--- config.mk ---
export PLATFORM = sky130hd
export DESIGN_NAME = blk_xlate
export DESIGN_NICKNAME = d
export VERILOG_FILES = /design/src/rtl/blk_xlate_pkg.sv /design/src/rtl/blk_xlate_regs.sv /design/src/rtl/blk_xlate_entry.sv /design/src/rtl/blk_xlate_pick.sv /design/src/rtl/blk_xlate.sv
export SDC_FILE = /design/constraint.sdc
export NUM_CORES = 1
export LEC_CHECK = 0
export ABC_CLOCK_PERIOD_IN_PS = 4350
export BUFFER_PORTS_ARGS = -buffer_cell sky130_fd_sc_hd__buf_2
export CAP_MARGIN = 20
export CELL_PAD_IN_SITES_DETAIL_PLACEMENT = 1
export CELL_PAD_IN_SITES_GLOBAL_PLACEMENT = 2
export CORE_ASPECT_RATIO = 0.5
export CORE_MARGIN = 2
export CORE_UTILIZATION = 43
export DETAILED_ROUTE_END_ITERATION = 8
export GPL_TIMING_DRIVEN = 0
export PLACE_DENSITY_LB_ADDON = 0.1
export SLEW_MARGIN = 40
export SYNTH_ARGS = -nofsm -noshare
export SYNTH_HDL_FRONTEND = slang
export SYNTH_SLANG_ARGS = --single-unit
--- constraint.sdc ---
create_clock -name clk_i -period 4.35 [get_ports clk_i]
set_clock_uncertainty 0.1 [all_clocks]
set_input_delay 0.435 -clock clk_i [delete_from_list [all_inputs] [get_ports clk_i]]
set_output_delay 0.435 -clock clk_i [all_outputs]
set_load 0.01 [all_outputs]
--- src/rtl/blk_xlate_pkg.sv ---
package blk_xlate_pkg;
  localparam int unsigned WORD_W = 32;
  localparam logic [31:0] EPI_MASK  = 32'hFFFE_0000;
  localparam logic [31:0] PAGE_MASK = 32'hFFFF_F000;
  localparam logic [31:0] STD_LEN_FIELD = 32'h0000_1FFC;
  localparam int unsigned STD_LEN_SHIFT = 15;
  localparam logic [31:0] LEG_LEN_FIELD = 32'h0000_003F;
  localparam int unsigned LEG_LEN_SHIFT = 17;
  localparam int unsigned STD_SUP_BIT = 1;
  localparam int unsigned STD_USR_BIT = 0;
  localparam int unsigned LEG_VLD_BIT = 6;
  localparam int unsigned LEG_KSUP_BIT = 3;
  localparam int unsigned LEG_KUSR_BIT = 2;

  typedef struct packed {
    logic x;
    logic w;
    logic r;
  } perm_t;

  function automatic perm_t std_perm(input logic [1:0] code);
    perm_t p;
    unique case (code)
      2'b00:   p = '{x: 1'b0, w: 1'b0, r: 1'b0};
      2'b10:   p = '{x: 1'b1, w: 1'b1, r: 1'b1};
      default: p = '{x: 1'b1, w: 1'b0, r: 1'b1};
    endcase
    return p;
  endfunction

  function automatic perm_t key_perm(input logic key, input logic [1:0] code);
    perm_t p;
    p.x = 1'b1;
    if (!key) begin
      p.r = 1'b1;
      p.w = (code != 2'b11);
    end else begin
      p.r = (code != 2'b00);
      p.w = (code == 2'b10);
    end
    return p;
  endfunction
endpackage

--- src/rtl/blk_xlate_regs.sv ---
module blk_xlate_regs
  import blk_xlate_pkg::*;
#(
  parameter int unsigned NUM_ENT = 4,
  parameter int unsigned IDX_W   = 2
) (
  input  logic                            clk_i,
  input  logic                            rst_ni,
  input  logic                            wr_en_i,
  input  logic                            wr_bank_i,
  input  logic [IDX_W-1:0]                wr_idx_i,
  input  logic                            wr_hi_i,
  input  logic [WORD_W-1:0]               wr_data_i,
  input  logic                            rd_bank_i,
  output logic [NUM_ENT-1:0][WORD_W-1:0]  rd_up_o,
  output logic [NUM_ENT-1:0][WORD_W-1:0]  rd_lo_o
);
  logic [1:0][NUM_ENT-1:0][WORD_W-1:0] up_q, lo_q;

  for (genvar b = 0; b < 2; b++) begin : g_bank
    for (genvar e = 0; e < NUM_ENT; e++) begin : g_ent
      logic sel;
      assign sel = wr_en_i && (wr_bank_i == b[0]) && (wr_idx_i == IDX_W'(e));
      always_ff @(posedge clk_i or negedge rst_ni) begin
        if (!rst_ni) begin
          up_q[b][e] <= '0;
          lo_q[b][e] <= '0;
        end else if (sel) begin
          if (wr_hi_i) up_q[b][e] <= wr_data_i;
          else         lo_q[b][e] <= wr_data_i;
        end
      end
    end
  end

  assign rd_up_o = up_q[rd_bank_i];
  assign rd_lo_o = lo_q[rd_bank_i];

  p_idle_hold_r9: assert property (@(posedge clk_i) disable iff (!rst_ni)
    !wr_en_i |=> ($stable(up_q) && $stable(lo_q)));
  p_upper_write_keeps_lower_r9: assert property (@(posedge clk_i) disable iff (!rst_ni)
    (wr_en_i && wr_hi_i) |=> $stable(lo_q));
  p_lower_write_keeps_upper_r9: assert property (@(posedge clk_i) disable iff (!rst_ni)
    (wr_en_i && !wr_hi_i) |=> $stable(up_q));
endmodule

--- src/rtl/blk_xlate_entry.sv ---
module blk_xlate_entry
  import blk_xlate_pkg::*;
(
  input  logic [WORD_W-1:0] up_i,
  input  logic [WORD_W-1:0] lo_i,
  input  logic [WORD_W-1:0] ea_i,
  input  logic              user_i,
  input  logic              legacy_i,
  output logic              match_o,
  output logic [WORD_W-1:0] ra_o,
  output perm_t             perm_o
);
  logic              usable;
  logic [WORD_W-1:0] len_sh, mask;

  always_comb begin
    if (legacy_i) begin
      usable = lo_i[LEG_VLD_BIT];
      len_sh = (lo_i & LEG_LEN_FIELD) << LEG_LEN_SHIFT;
      perm_o = key_perm(user_i ? up_i[LEG_KUSR_BIT] : up_i[LEG_KSUP_BIT], up_i[1:0]);
    end else begin
      usable = user_i ? up_i[STD_USR_BIT] : up_i[STD_SUP_BIT];
      len_sh = (up_i & STD_LEN_FIELD) << STD_LEN_SHIFT;
      perm_o = std_perm(lo_i[1:0]);
    end
    // unusable entry: zero mask, forced miss
    mask    = usable ? (EPI_MASK & ~len_sh) : '0;
    match_o = usable && ((ea_i & mask) == (up_i & EPI_MASK));
    ra_o    = ((lo_i & mask) | (ea_i & ~mask)) & PAGE_MASK;
  end
endmodule

--- src/rtl/blk_xlate_pick.sv ---
module blk_xlate_pick #(
  parameter int unsigned NUM_ENT = 4,
  parameter int unsigned IDX_W   = 2
) (
  input  logic [NUM_ENT-1:0] match_i,
  output logic               hit_o,
  output logic [IDX_W-1:0]   idx_o,
  output logic [NUM_ENT-1:0] grant_o
);
  always_comb begin
    hit_o   = 1'b0;
    idx_o   = '0;
    grant_o = '0;
    for (int i = 0; i < NUM_ENT; i++) begin
      if (match_i[i] && !hit_o) begin
        hit_o      = 1'b1;
        idx_o      = IDX_W'(i);
        grant_o[i] = 1'b1;
      end
    end
  end
endmodule

--- src/rtl/blk_xlate.sv ---
module blk_xlate
  import blk_xlate_pkg::*;
#(
  parameter int unsigned NUM_ENT = 4,
  localparam int unsigned IDX_W  = (NUM_ENT > 1) ? $clog2(NUM_ENT) : 1
) (
  input  logic              clk_i,
  input  logic              rst_ni,
  input  logic              legacy_i,
  input  logic              wr_en_i,
  input  logic              wr_bank_i,
  input  logic [IDX_W-1:0]  wr_idx_i,
  input  logic              wr_hi_i,
  input  logic [31:0]       wr_data_i,
  input  logic [31:0]       ea_i,
  input  logic              fetch_i,
  input  logic              user_i,
  output logic              hit_o,
  output logic [IDX_W-1:0]  hit_idx_o,
  output logic [31:0]       ra_o,
  output logic [2:0]        perm_o
);
  logic [NUM_ENT-1:0][WORD_W-1:0] up_w, lo_w, ra_w;
  perm_t [NUM_ENT-1:0]            perm_w;
  logic [NUM_ENT-1:0]             match_w, grant_w;

  blk_xlate_regs #(.NUM_ENT(NUM_ENT), .IDX_W(IDX_W)) u_regs (
    .clk_i, .rst_ni, .wr_en_i, .wr_bank_i, .wr_idx_i, .wr_hi_i, .wr_data_i,
    .rd_bank_i(fetch_i), .rd_up_o(up_w), .rd_lo_o(lo_w)
  );

  for (genvar e = 0; e < NUM_ENT; e++) begin : g_ent
    blk_xlate_entry u_ent (
      .up_i(up_w[e]), .lo_i(lo_w[e]), .ea_i, .user_i, .legacy_i,
      .match_o(match_w[e]), .ra_o(ra_w[e]), .perm_o(perm_w[e])
    );
  end

  blk_xlate_pick #(.NUM_ENT(NUM_ENT), .IDX_W(IDX_W)) u_pick (
    .match_i(match_w), .hit_o, .idx_o(hit_idx_o), .grant_o(grant_w)
  );

  always_comb begin
    ra_o   = '0;
    perm_o = '0;
    for (int i = 0; i < NUM_ENT; i++) begin
      ra_o   = ra_o   | (grant_w[i] ? ra_w[i] : '0);
      perm_o = perm_o | (grant_w[i] ? perm_w[i] : 3'b000);
    end
  end

  p_grant_onehot_r2: assert property (@(posedge clk_i) disable iff (!rst_ni)
    $onehot0(grant_w));
  p_grant_lowest_r2: assert property (@(posedge clk_i) disable iff (!rst_ni)
    hit_o |-> (match_w[hit_idx_o] && ((match_w & ((NUM_ENT'(1) << hit_idx_o) - NUM_ENT'(1))) == '0)));
  p_page_align_r5: assert property (@(posedge clk_i) disable iff (!rst_ni)
    ra_o[11:0] == 12'h000);
  p_std_write_needs_rx_r6: assert property (@(posedge clk_i) disable iff (!rst_ni)
    (!legacy_i && perm_o[1]) |-> (perm_o[0] && perm_o[2]));
  p_legacy_exec_r8: assert property (@(posedge clk_i) disable iff (!rst_ni)
    (legacy_i && hit_o) |-> perm_o[2]);
  p_miss_quiet_r11: assert property (@(posedge clk_i) disable iff (!rst_ni)
    !hit_o |-> (ra_o == '0 && perm_o == '0 && hit_idx_o == '0));
endmodule

---- After elaboration in Yosys (flattened, before gate mapping) ----
Cells that the tools add are included.
operators by class
  reductions and logical operators ........ 45
  $lt $le $gt $ge ......................... 1
  muxes and demuxes ....................... 54
  bitwise logic cells ..................... 32
  equality and inequality tests ........... 19
operators with widths
  kind                                                number
  two-way mux 128 bit                                 4
  AND 32 bit                                          12
  two-way mux 32 bit                                  8
  bitwise OR 32 bit                                   7
  == test 32 bit                                      4
  inverter 28 -> 32 bit                               4
  inverter 32 bit                                     4
  two-way mux 28 bit                                  4
  AND reduction 2 bit                                 16
  two-way mux 3 bit                                   8
  case mux 3 bit (2 select lines)                     4
  == test 2 bit, second input constant                10
  two-way mux 1 bit                                   20
  logical AND 1 bit                                   17
  two-way mux 2 bit                                   6
  logical NOT 2 bit                                   5
  bitwise OR 3 bit                                    3
  != test 2 bit, second input constant                4
  nonzero test 2 bit                                  4
  logical NOT 1 bit                                   3
  == test 2 x 1 -> 1 bit, second input constant       1
  < comparator 1 x 2 -> 1 bit, second input constant  1
  inverter 1 bit                                      2
word-level totals
  bits of input ports ..................... 74
  bits in registers ....................... 512
  logic and storage cells ................. 167

---- Longest topological paths before layout ----
  word-level depth ........................ 20
  mapped depth ............................ 14

---- Modules after synthesis ----
Synthesis repeated with hierarchy kept, for this count alone.
second synthesis, totals
  cell total of the unflattened synthesis .. 2051
  area, all modules ....................... 26776.9 sq um
by module, submodules not included
  module           cells each  area each (sq um)  times used
  blk_xlate_regs   1419        22138.7            1
  blk_xlate_entry  125         890.9              4
  blk_xlate        121         1013.5             1
  blk_xlate_pick   11          61.3               1

---- Worst setup path before layout ----
OpenSTA, ideal clock, no wires.
  path kind ............................... input -> output
  start point ............................. input fetch_i
  end point ............................... output perm_o[2]
  arrival time ............................ 2.996 ns
  stages on the path ...................... 11
  path slack .............................. 0.819 ns
  path buffers ............................ 3
  cells stage by stage .................... buf_6 -> mux2_2 -> a211o_1 -> a222oi_1 -> nand4_1 -> or4_1 -> buf_2 -> buf_6 -> or3_1 -> o211ai_2 -> o2bb2ai_1
on the way
  word-level cells in the longest chain between the ends .. 20
  elaborated cells between the ends (all ways) .. 71
RTL lines
  item                                                               line                                          RTL
  from (decl)                                                        blk_xlate.sv:16                               input logic fetch_i,
  two-way mux 128 bit (on tied branches) (2 in series)               blk_xlate_regs.sv:36, blk_xlate_regs.sv:37
  two-way mux 1 bit / two-way mux 28 bit (equally long branches)     blk_xlate_entry.sv:22, blk_xlate_entry.sv:17
  two-way mux 1 bit / inverter 28 -> 32 bit (equally long branches)  blk_xlate_entry.sv:17, blk_xlate_entry.sv:27
  two-way mux 32 bit                                                 blk_xlate_entry.sv:27                         mask = usable ? (EPI_MASK & ~len_sh) : '0;
  AND 32 bit                                                         blk_xlate_entry.sv:28                         match_o = usable && ((ea_i & mask) == (up_i & EPI_MASK));
  == test 32 bit                                                     blk_xlate_entry.sv:28
  logical AND 1 bit                                                  blk_xlate_entry.sv:28
  two-way mux 1 bit                                                  blk_xlate_pick.sv:15                          if (match_i[i] && !hit_o) begin
  [... 3 more ...]                                                   n/a
  logical NOT 1 bit                                                  blk_xlate_pick.sv:15
  logical AND 1 bit                                                  blk_xlate_pick.sv:15
  two-way mux 1 bit                                                  blk_xlate_pick.sv:15
  logical NOT 1 bit                                                  blk_xlate_pick.sv:15
  logical AND 1 bit                                                  blk_xlate_pick.sv:15
  two-way mux 1 bit                                                  blk_xlate_pick.sv:15
  two-way mux 3 bit                                                  blk_xlate.sv:48                               perm_o = perm_o | (grant_w[i] ? perm_w[i] : 3'b000);
  bitwise OR 3 bit *                                                 blk_xlate.sv:48
  to (decl)                                                          blk_xlate.sv:21                               output logic [2:0] perm_o
Mark *: on every way between the ends. The rest lies on a longest branch, timed or not. The select of a mux whose other input is x is not followed.

---- Worst setup path in the final report ----
  start point ............................. register u_regs.up_q[41] (netlist name)
  end point ............................... output ra_o[29]
on the way
  word-level cells in the longest chain between the ends .. 18
  elaborated cells between the ends (all ways) .. 24
RTL lines
  item                                                       line                   RTL
  from (decl)                                                blk_xlate_regs.sv:18   logic [1:0][NUM_ENT-1:0][WORD_W-1:0] up_q, lo_q;
  from (signal, indexed assignment)                          blk_xlate_regs.sv:29   if (wr_hi_i) up_q[b][e] <= wr_data_i;
  two-way mux 128 bit (not written as such) * (2 in series)  blk_xlate_regs.sv:36   assign rd_up_o = up_q[rd_bank_i];
  two-way mux 28 bit *                                       blk_xlate_entry.sv:17  if (legacy_i) begin
  inverter 28 -> 32 bit *                                    blk_xlate_entry.sv:27
  two-way mux 32 bit *                                       blk_xlate_entry.sv:27
  AND 32 bit *                                               blk_xlate_entry.sv:28
  == test 32 bit *                                           blk_xlate_entry.sv:28
  logical AND 1 bit *                                        blk_xlate_entry.sv:28
  logical AND 1 bit *                                        blk_xlate_pick.sv:15
  two-way mux 1 bit                                          blk_xlate_pick.sv:15
  logical NOT 1 bit                                          blk_xlate_pick.sv:15
  logical AND 1 bit                                          blk_xlate_pick.sv:15
  two-way mux 1 bit                                          blk_xlate_pick.sv:15
  logical NOT 1 bit                                          blk_xlate_pick.sv:15
  logical AND 1 bit                                          blk_xlate_pick.sv:15
  two-way mux 1 bit                                          blk_xlate_pick.sv:15
  two-way mux 32 bit                                         blk_xlate.sv:47        ra_o = ra_o | (grant_w[i] ? ra_w[i] : '0);
  bitwise OR 32 bit *                                        blk_xlate.sv:47
  to (decl)                                                  blk_xlate.sv:20        output logic [31:0] ra_o,
Marks and branches as above.

==> results.cfg <==
[floorplanning]
core_um2 = 46900
dieHeight_um = 158
die_w_um = 313
rows = 56
die-area_um2 = 49600
ioPinCount = 112
start_util_pct = 43.7

[clocking]
clk_latency_ps = 550
clock-sinks = 400
root_buffer = clkbuf_16
cts_tree = built
clk_path_buf_depth = 3
path_clk_slew_ps = 70
cts_max_level = 2
cts_buffers = 40

[run_status]
status = complete, no violations

[worst_setup_path]
cp_slowest_cell = or4_4
rrSetupSlack_ps = 3410
path_class = reg2out
end_kind = primary output
crit_chain = mux2_4 -> a211o_1 -> a222oi_1 -> nand4_1 -> or4_4 -> nor2_4 -> o221ai_1 -> o2bb2ai_1 -> buf_2
crit_arrival_ps = 3810
worst_path_dominant_cell_family = simple AND/OR/NAND/NOR gates
cp-start-kind = flop
worst-path-buf-inv = 1
crit_path_max_fanout = 9
required_ps = 3820
cp_slowest_stage_delay_ps = 670

[detailed_routing]
num_vias = 15151
viasPerCell = 6.17
drc = 0
drt-initial-drc-count = 1295
antenna_left = 0
wl_per_cell_um = 32.2
wirelength_mm = 79.0
first_pass_iters = 5

[timing]
finalMaxSlewViolations = 0
relSlewSlack_pct = 37.0
setup_viol = 0
post-route-period-util_pct = 99.9
worst_slack_ps = 2.71
hold_viol_final = 0
rsz0062_at_grt = true
period_minus_slack_ps = 4350
worst-slew-pin-transition_ps = 944
max_freq_mhz = 230

[synthesis]
ys_ff_latch = 400
ys.flop_type = dfrtp_1
async_flop_share_pct = 100
ys_types = 69
synth_area_um2 = 20500
avgSynthCellArea_um2 = 12.7
ys_top_cells_by_area = dfrtp_1, mux2_2, mux2i_1, mux4_2, xor2_1
synth_edf_count = 0
synth_top_area_share_pct = 48.8
ys_seq_area_share_pct = 48.8
synth_area_leader_cell = dfrtp_1
ys_warn_count = 0
syn_inst = 1612

[place]
dpl_worst_slack_ps = -1170
post-dp-hpwl_mm = 59.4
io_buffers = 78
place_congestion = 0.929

[power_and_ir_drop]
ir_drop_mv = 0.249
power_density_nw_per_um2 = 486
finalPower_mw = 12.0
p_leak_nw = 10.7

[layout]
drive_gt1_share_pct = 44.6
final_common_cell = mux2_2
final_cell_mix = mux2_2, dfrtp_1, mux2i_1
synthToLayoutAreaGrowth_pct = 20.1
nNetsFinal = 1859

[global_route]
antenna_found_initial = 5
grt_max_degree = 81
grt.total_usage_pct = 32.0
grt_first_pass_wirelength_mm = 113
grt_pass1_vias = 15646
overflow = 0

[job]
drv_cap = 0

[min_path]
hold_path.class = in2reg
-- synth_stat cells (3+ instances only) --
library cell	count
nor2b_1	14
nor3b_1	6
o211ai_1	10
nand3_1	9
and2_1	4
buf_4	26
inv_1	23
nor4_1	7
nand2b_1	6
o22ai_1	3
nand2_1	55
o2111ai_1	18
buf_2	23
a221oi_1	4
nand4_1	20
nand3b_1	4
clkbuf_1	64
nor3_1	12
and4_1	3
xor2_1	28
a31o_2	5
a211o_1	10
mux2i_1	144
or4_1	4
o221ai_1	5
mux4_2	23
o311ai_0	11
or3_1	7
a21oi_1	19
buf_6	4
nor2_1	63
xnor2_1	17
o2bb2ai_1	16
dfrtp_1	400
o311ai_1	8
a31oi_1	10
mux2_2	427
o21ai_0	46
buf_1	17
-- layer usage --
layer	vias up	wire length, um	global-route usage, %
li1	6267	-	-
met1	8236	38100	48.5
met2	569	34200	48.8
met3	79	5540	4.86
met4	0	1130	5.81
met5	-	0	0
-- power by group --
group / internal [mW] / leakage (nW) / switching, mW
logic: 1.42 / 5.17 / 1.71
clock network: 2.12 / 0.665 / 1.58
registers: 4.59 / 4.90 / 0.536
-- registers in the layout, summed over array words and instances (netlist names) --
register / count
u_regs.lo_q: 176
u_regs.up_q: 224
-- kinds of logic after synthesis --
group,share of synthesized area [%]
muxes,33.3
DFF,48.8
and+or+nand+nor,5.34
AOI/OAI and AO/OA,6.84
buffers and inverters,3.76
xor gates and xnor gates,1.92
other,0.0183
-- layout make-up --
type	instances	area (um^2)
Fill cell	4704	22300
Multi-Input combinational cell	1064	10400
Sequential cell	400	10000
Clock buffer	58	1180
Timing Repair Buffer	121	981
Buffer	135	953
Tap cell	638	798
Clock inverter	11	170
Inverter	23	93.8
Antenna cell	4	10.0
-- worst paths after layout --
path	from	endpoint	cells past startpoint
setup / recovery	u_regs.up_q[41]	ra_o[29]	9
hold / removal	wr_data_i[8]	u_regs.up_q[40]	2
setup reg to reg	u_regs.lo_q[192]	u_regs.lo_q[192]	1
hold reg to reg	u_regs.lo_q[131]	u_regs.lo_q[131]	1
max in group asynchronous	rst_ni	u_regs.up_q[166]	6
min in group asynchronous	rst_ni	u_regs.up_q[125]	3
-- timing repair --
| action | in CTS | in global routing |
|---|---|---|
| buffers inserted | 20 | 11 |
| gates resized for setup | 115 | 76 |
| setup endpoints to repair | 26 | 24 |
| pin swaps | 12 | 17 |
| cloned | 0 | 1 |
| endpoints found under the hold margin | 68 | 0 |
| hold buffers | 1 | 0 |
-- through the flow --
step | instance area [um^2] | hold slack, ps | TNS [ps] | cells | utilization [%]
4_1_cts | 24100 | 97.5 | 0 | 2438 | 51.4
3_5_place_dp | 22100 | 364 | -26310 | 2349 | 47.0
5_1_grt | 24600 | 113 | -141 | 2450 | 52.4
6_report | 24600 | 123 | 0 | 2454 | 52.5
3_3_place_gp | 21700 | 381 | -1989900 | 2339 | 46.3
2_1_floorplan | 20600 | 39.4 | 0 | 1623 | -
No activity file was read; power rests on OpenSTA's default activity.
